### src/rtl/pinwatch_pkg.sv
package pinwatch_pkg;

  typedef enum logic [1:0] {
    TX_IDLE  = 2'd0,
    TX_BYTE0 = 2'd1,
    TX_BYTE1 = 2'd2
  } tx_state_e;

  // Pin byte: masked levels in the low bits, upper bits forced to zero.
  function automatic logic [7:0] pin_byte(input logic [7:0] raw,
                                          input logic [7:0] dir,
                                          input int unsigned npins);
    logic [7:0] keep;
    keep = 8'((9'd1 << npins) - 9'd1);
    return raw & dir & keep;
  endfunction

  // Status byte: bit 0 bus power, bit 1 link speed.
  function automatic logic [7:0] flag_byte(input logic bus_pwr,
                                           input logic hi_spd);
    return {6'b0, hi_spd, bus_pwr};
  endfunction

endpackage

### src/rtl/pinwatch_sync.sv
module pinwatch_sync #(
  parameter int WIDTH = 6
) (
  input  logic             clk,
  input  logic             rst_n,
  input  logic [WIDTH-1:0] async_in,
  output logic [WIDTH-1:0] sync_out
);
  logic [WIDTH-1:0] stage_a;

  for (genvar g = 0; g < WIDTH; g++) begin : g_bit
    always_ff @(posedge clk) begin
      if (!rst_n) begin
        stage_a[g]  <= 1'b0;
        sync_out[g] <= 1'b0;
      end else begin
        stage_a[g]  <= async_in[g];
        sync_out[g] <= stage_a[g];
      end
    end
  end
endmodule

### src/rtl/pinwatch_poll_timer.sv
module pinwatch_poll_timer #(
  parameter int POLL_CYCLES = 4_250_000
) (
  input  logic clk,
  input  logic rst_n,
  output logic poll_tick
);
  localparam int CNT_W = (POLL_CYCLES > 2) ? $clog2(POLL_CYCLES) : 1;
  localparam logic [CNT_W-1:0] LAST = CNT_W'(POLL_CYCLES - 1);

  logic [CNT_W-1:0] cnt_q;

  assign poll_tick = (cnt_q == LAST);

  always_ff @(posedge clk) begin
    if (!rst_n)         cnt_q <= '0;
    else if (poll_tick) cnt_q <= '0;
    else                cnt_q <= cnt_q + 1'b1;
  end

  if (POLL_CYCLES > 1) begin : g_spacing

    tick_spacing_chk: assert property (@(posedge clk) disable iff (!rst_n)
      poll_tick |=> !poll_tick);
  end
endmodule

### src/rtl/pinwatch_change_det.sv
module pinwatch_change_det #(
  parameter int NUM_PINS = 6
) (
  input  logic                clk,
  input  logic                rst_n,
  input  logic                poll_tick,
  input  logic [NUM_PINS-1:0] pins_sync,
  input  logic [NUM_PINS-1:0] dir_in,
  output logic [NUM_PINS-1:0] masked_now,
  output logic                primed,
  output logic                chg_evt
);
  logic [NUM_PINS-1:0] ref_q;

  assign masked_now = pins_sync & dir_in;
  assign chg_evt    = poll_tick && primed && (masked_now != ref_q);

  always_ff @(posedge clk) begin
    if (!rst_n) begin
      ref_q  <= '0;
      primed <= 1'b0;
    end else if (poll_tick) begin
      ref_q  <= masked_now;
      primed <= 1'b1;
    end
  end


  first_poll_quiet_chk: assert property (@(posedge clk) disable iff (!rst_n)
    (poll_tick && !primed) |-> !chg_evt);
endmodule

### src/rtl/pinwatch_report_tx.sv
module pinwatch_report_tx
  import pinwatch_pkg::*;
(
  input  logic        clk,
  input  logic        rst_n,
  input  logic        chg_evt,
  input  logic [15:0] new_report,
  input  logic        tx_ready,
  output logic        tx_valid,
  output logic [7:0]  tx_data,
  output logic        tx_last,
  output logic        load_evt,
  output logic        hold_pend
);
  tx_state_e   st_q;
  logic [15:0] hold_word;
  logic [15:0] out_word;

  assign load_evt = hold_pend && ((st_q == TX_IDLE) || (st_q == TX_BYTE1 && tx_ready));
  assign tx_valid = (st_q != TX_IDLE);
  assign tx_last  = (st_q == TX_BYTE1);
  assign tx_data  = (st_q == TX_BYTE1) ? out_word[15:8] : out_word[7:0];

  always_ff @(posedge clk) begin
    if (!rst_n) begin
      st_q      <= TX_IDLE;
      hold_word <= '0;
      out_word  <= '0;
      hold_pend <= 1'b0;
    end else begin
      case (st_q)
        TX_IDLE:  if (load_evt) st_q <= TX_BYTE0;
        TX_BYTE0: if (tx_ready) st_q <= TX_BYTE1;
        TX_BYTE1: if (tx_ready) st_q <= load_evt ? TX_BYTE0 : TX_IDLE;
        default:  st_q <= TX_IDLE;
      endcase
      if (load_evt) out_word <= hold_word;
      if (chg_evt) begin
        hold_word <= new_report;
        hold_pend <= 1'b1;
      end else if (load_evt) begin
        hold_pend <= 1'b0;
      end
    end
  end


  stall_stable_chk: assert property (@(posedge clk) disable iff (!rst_n)
    (tx_valid && !tx_ready) |=> (tx_valid && $stable(tx_data) && $stable(tx_last)));


  beat_order_chk: assert property (@(posedge clk) disable iff (!rst_n)
    (tx_valid && !tx_last && tx_ready) |=> (tx_valid && tx_last));
endmodule

### src/rtl/pinwatch_hid_report.sv
module pinwatch_hid_report
  import pinwatch_pkg::*;
#(
  parameter int NUM_PINS    = 6,
  parameter int POLL_CYCLES = 4_250_000
) (
  input  logic                clk,
  input  logic                rst_n,
  input  logic [NUM_PINS-1:0] pin_in,
  input  logic [NUM_PINS-1:0] pin_is_input,
  input  logic                bus_powered,
  input  logic                high_speed,
  output logic                tx_valid,
  output logic [7:0]          tx_data,
  output logic                tx_last,
  input  logic                tx_ready
);
  logic [NUM_PINS-1:0] pins_sync;
  logic [NUM_PINS-1:0] masked_now;
  logic                poll_tick;
  logic                primed;
  logic                chg_evt;
  logic                load_evt;
  logic                hold_pend;
  logic [15:0]         new_report;

  pinwatch_sync #(.WIDTH(NUM_PINS)) u_sync (
    .clk(clk), .rst_n(rst_n), .async_in(pin_in), .sync_out(pins_sync));

  pinwatch_poll_timer #(.POLL_CYCLES(POLL_CYCLES)) u_timer (
    .clk(clk), .rst_n(rst_n), .poll_tick(poll_tick));

  pinwatch_change_det #(.NUM_PINS(NUM_PINS)) u_det (
    .clk(clk), .rst_n(rst_n), .poll_tick(poll_tick), .pins_sync(pins_sync),
    .dir_in(pin_is_input), .masked_now(masked_now), .primed(primed),
    .chg_evt(chg_evt));

  assign new_report = {flag_byte(bus_powered, high_speed),
                       pin_byte(8'(masked_now), 8'(pin_is_input), NUM_PINS)};

  pinwatch_report_tx u_tx (
    .clk(clk), .rst_n(rst_n), .chg_evt(chg_evt), .new_report(new_report),
    .tx_ready(tx_ready), .tx_valid(tx_valid), .tx_data(tx_data),
    .tx_last(tx_last), .load_evt(load_evt), .hold_pend(hold_pend));


  change_only_at_poll_chk: assert property (@(posedge clk) disable iff (!rst_n)
    chg_evt |-> poll_tick);


  flag_byte_reserved_chk: assert property (@(posedge clk) disable iff (!rst_n)
    (tx_valid && tx_last) |-> (tx_data[7:2] == 6'b0));


  pin_byte_reserved_chk: assert property (@(posedge clk) disable iff (!rst_n)
    (tx_valid && !tx_last) |-> (tx_data[7:6] == 2'b0));


  load_needs_pending_chk: assert property (@(posedge clk) disable iff (!rst_n)
    load_evt |=> (tx_valid && !tx_last));
endmodule

### config.mk
export PLATFORM = sky130hd
export DESIGN_NAME = pinwatch_hid_report
export DESIGN_NICKNAME = d
export VERILOG_FILES = /design/src/rtl/pinwatch_pkg.sv /design/src/rtl/pinwatch_sync.sv /design/src/rtl/pinwatch_poll_timer.sv /design/src/rtl/pinwatch_change_det.sv /design/src/rtl/pinwatch_report_tx.sv /design/src/rtl/pinwatch_hid_report.sv
export SDC_FILE = /design/constraint.sdc
export NUM_CORES = 1
export LEC_CHECK = 0
export ABC_AREA = 1
export ABC_CLOCK_PERIOD_IN_PS = 1600
export CORE_UTILIZATION = 44
export DETAILED_ROUTE_END_ITERATION = 10
export MAX_ROUTING_LAYER = met4
export PLACE_DENSITY = 0.62
export SETUP_SLACK_MARGIN = 0.1
export SLEW_MARGIN = 20
export SYNTH_ARGS = -nofsm -noshare
export SYNTH_HDL_FRONTEND = slang
export SYNTH_SLANG_ARGS = --single-unit
export TNS_END_PERCENT = 30
### constraint.sdc
create_clock -name clk -period 1.6 [get_ports clk]
set_input_delay 0.16 -clock clk [delete_from_list [all_inputs] [get_ports clk]]
set_output_delay 0.16 -clock clk [all_outputs]
set_load 0.05 [all_outputs]
Word-level counts from Yosys, hierarchy flattened:

Cells that the tools add are included.

* add/sub/neg operators: 1
* equality and inequality tests: 7
* mux-type cells: 8
* bitwise logic cells: 3
* reductions and logical operators: 10

Operators with widths (number)
* adder 23 x 1 -> 23 bit (second input constant): 1
* == test 23 bit (second input constant): 1
* AND 6 bit: 2
* two-way mux 2 bit: 3
* two-way mux 6 bit: 1
* != test 6 bit: 1
* one-hot mux 2 bit (3 select lines): 1
* logical AND 1 bit: 4
* != test 2 x 1 -> 1 bit (second input constant): 2
* nonzero test 2 bit: 2
* two-way mux 1 bit: 3
* AND reduction 3 bit: 1
* == test 2 x 1 -> 1 bit (second input constant): 1
* == test 2 bit (second input constant): 1
* zero test 2 bit: 1
* != test 2 bit (second input constant): 1
* OR reduction 2 bit: 1
* logical OR 1 bit: 1
* inverter 1 bit: 1

* register bits: 61
* input bits: 17
* output and inout port bits: 10
* logic and storage cells: 48

Longest topological paths before layout:

* depth in word-level cells: 7
* gate-level depth with buffers: 10

By module:

From an unflattened synthesis, not the netlist that was laid out.

* cells, all modules: 524
* area, all modules: 3641.0 um2

By module, submodules not included
* pinwatch_report_tx: instances 1, cells an instance 226, area an instance 1566.5 um2, seq. area each 700.7 um2
* pinwatch_poll_timer: instances 1, cells an instance 187, area an instance 1275.0 um2, seq. area each 460.4 um2
* pinwatch_change_det: instances 1, cells an instance 61, area an instance 409.1 um2, seq. area each 140.1 um2
* pinwatch_sync: instances 1, cells an instance 37, area an instance 341.6 um2, seq. area each 240.2 um2
* pinwatch_hid_report: instances 1, cells an instance 13, area an instance 48.8 um2, seq. area each 0.0 um2

Least setup slack after synthesis:

Ideal clock, no wire load.

* path kind: flip-flop to output port
* start: register u_tx.st_q[1]
* end: output tx_data[0]
* arrival: 1.764 ns
* data required time: 1.440 ns
* setup slack: -0.324 ns
* stages on the path, launching flop included: 6
* path through: dfxtp_1 > inv_1 > nor2_1 > inv_1 > nand2_1 > nand2_1

* word-level cells in the longest chain between the ends: 2

Ends and longest elaborated chain
* start, declared: line pinwatch_report_tx.sv:15 `tx_state_e st_q;`
* start signal, assigned: line pinwatch_report_tx.sv:34 `TX_BYTE1: if (tx_ready) st_q <= load_evt ? TX_BYTE0 : TX_IDLE;`
* == test 2 bit
* named net tx_last: line pinwatch_hid_report.sv:15 `output logic tx_last,`
* two-way mux 6 bit: line pinwatch_report_tx.sv:22 `assign tx_data = (st_q == TX_BYTE1) ? out_word[15:8] : out_word[7:0];`
* end, declared: line pinwatch_hid_report.sv:14 `output logic [7:0] tx_data,`

The timed path passes the listed nets, and every way through them passes these cells.

Worst setup path after layout:

* start: register u_tx.st_q[0]
* end: output tx_data[3]

* word-level cells in the longest chain between the ends: 2

Ends and longest elaborated chain (line)
* == test 2 bit: pinwatch_report_tx.sv:22
* two-way mux 6 bit: pinwatch_report_tx.sv:22

Every way passes these cells.

==> impl_metrics.tcl <==
set metrics [dict create \
    hold_buffers 0 \
    row_count 27 \
    die_x_um 79.8 \
    cts.sinks 61 \
    synth-edff-count 0 \
    setup_viol 0 \
    startpoint "u_tx.st_q[0]" \
    wl_um 5090 \
    syn-cell-area_mm2 0.00266 \
    synth_commonest_cells "nand2_1 (94), nor2_1 (64), dfxtp_1 (61)" \
    required_ns 1.44 \
    cts_buffers 9 \
    drtAntennaViolNets 0 \
    vias_per_cell 4.59 \
    hold_path.class "in -> reg" \
    place_congestion 0.778 \
    antenna_found_initial 0 \
    grt_pass1_wl_um 9040 \
    final.setup_skew_ns 0.00721 \
    ys.flop_type "dfxtp_1" \
    dp_slack_ns -0.00358 \
    yosysMostFrequentCell "nand2_1" \
    synth_seq_area_share_pct 45.9 \
    grt_usage_pct 19.0 \
    period_share_pct 90.7 \
    synth-seq-cells 61 \
    synth_largest_area_cell "dfxtp_1" \
    initial_core_util_pct 46.9 \
    finalPower_mw 3.26 \
    synth_area_leaders "dfxtp_1 (46%), nand2_1 (13%), nor2_1 (9.0%)" \
    final_hold_viol_count 0 \
    wl_met3_um 216 \
    htreeDepth 3 \
    synthCells 377 \
    power_density_mw_per_mm2 916 \
    synthToLayoutAreaGrowth_pct 33.6 \
    criticalPathCategory "reg -> out" \
    wl_met2_um 2280 \
    status "completed" \
    drive_gt1_share_pct 23.4 \
    vias 2310 \
    cts_root_buffer "clkbuf_8" \
    synth_cell_type_count 33 \
    io_buffers 24 \
    die_h_um 79.8 \
    cp_data_arrival_time_ns 1.29 \
    gr-total-overflow 0 \
    fin_nets 444 \
    peakVddDrop_mv 0.655 \
    worst_hold_startpoint "pin_in[2]" \
    start_kind "flop" \
    insertion_delay_ns 0.33 \
    die_area_mm2 0.00636 \
    ys_warn_count 0 \
    rsz0062_at_grt "yes" \
    drtIter0Drc 73 \
    firstDrtPassIters 4 \
    synth-async-reset-ratio_pct 0 \
    setup_slack_ns 0.149 \
    fin_crit_ns 1.45 \
    cp_max_fo 7 \
    reg2reg_from "u_timer.cnt_q[0]" \
    drc 0 \
    core_mm2 0.00568 \
    cts_tree "done" \
    dp_hpwl_um 3600 \
    end_kind "output pin" \
    wire_per_inst_um 10.1 \
    top_layer "met4" \
    fmax_ghz 0.689 \
    grt_pass1_vias 2152 \
    path_clk_slew_ns 0.06 \
    p_leak_nw 1.56 \
    grt_max_degree 36 \
    drv_slew 0 \
    yosysTopAreaCellShare_pct 45.9 \
    antenna_cells 0 \
    cap_violations 0 \
    ios 27 \
    drt-met1-wl_um 2570 \
    cts_max_path_buffers 2 \
    avgSynthCellArea_um2 7.06 \
]
==> where the power goes <==
| group | total, mW | internal, mW | leakage (nW) | switching, mW |
|---|---|---|---|---|
| combinational | 0.178 | 0.0837 | 0.945 | 0.0945 |
| clock | 1.53 | 0.957 | 0.116 | 0.570 |
| sequential | 1.55 | 1.54 | 0.502 | 0.0127 |
==> worst max-delay path: stages (launching register included) <==
cell and delay (ns):
dfxtp_1 0.41, nor2_4 0.08, buf_4 0.14, nor2_1 0.17, buf_12 0.16
==> what timing repair did <==
| item | CTS | global route |
|---|---|---|
| endpoints found under the setup margin | 22 | 34 |
| gates resized for setup | 9 | 37 |
| endpoints found under the hold margin | 0 | 0 |
| pin swaps | 4 | 11 |
| buffers inserted | 3 | 3 |
==> cells by family after synthesis <==
family | count (synthesis) | share of synthesized area (%)
simple gates | 198 | 32.5
fa+ha+maj | 1 | 0.470
other cells | 1 | 0.141
xor+xnor | 7 | 2.30
compound gates | 47 | 9.21
buf+inv | 62 | 9.45
flops | 61 | 45.9
==> routing by layer <==
| layer | track usage [%] | vias up |
|---|---|---|
| met5 | - | - |
| met4 | 4.82 | 0 |
| met3 | 8.00 | 4 |
| met2 | 29.7 | 36 |
| met1 | 22.7 | 1003 |
| li1 | - | 1267 |
==> registers in the layout (all words and copies together) (netlist names) <==
signal	flops
u_sync.stage_a	6
u_tx.out_word	8
u_sync.sync_out	6
u_tx.st_q	2
u_tx.hold_word	8
u_det.primed	1
u_tx.hold_pend	1
u_timer.cnt_q	23
u_det.ref_q	6
==> layout make-up <==
class | instances | area (um^2)
clock buffer | 12 | 155
fill | 531 | 2120
clock inverter | 4 | 70.1
timing repair buffer | 46 | 489
multi-input combinational | 255 | 1310
tap | 72 | 90.1
inverter | 53 | 199
sequential | 61 | 1240
==> per-stage QoR <==
step / hold WS (ns) / area, um^2 / std cells / setup TNS [ns] / util, %
CTS: 0.339 / 3430 / 500 / 0 / 60.5
global route: 0.349 / 3560 / 503 / 0 / 62.7
floorplan: 0.258 / 2670 / 378 / 0 / -
finish: 0.354 / 3560 / 503 / 0 / 62.7
global placement: 0.392 / 3150 / 481 / 0 / 55.5
detailed placement: 0.397 / 3150 / 481 / -0.00358 / 55.5
==> worst paths after layout <==
| path | end | slack (ns) | cells after the start |
|---|---|---|---|
| worst max-delay path | tx_data[3] | 0.15 | 4 |
| worst max register to register | u_tx.hold_word[0] | 0.15 | 10 |
| worst min-delay path | u_sync.stage_a[2] | 0.35 | 3 |
| worst min register to register | u_sync.sync_out[3] | 0.41 | 2 |
==> placed cells by master (no fill, tap or decap), drive strengths merged, types with 3 or more instances in the layout <==
master,n
a21oi,28
buf,30
clkbuf,12
clkdlybuf4s50,16
clkinv,3
dfxtp,61
inv,52
nand2,96
nand3,14
nand4,8
nor2,70
nor3,4
o21ai,15
xnor2,4
xor2,3
No activity file was read; power rests on OpenSTA's default activity.
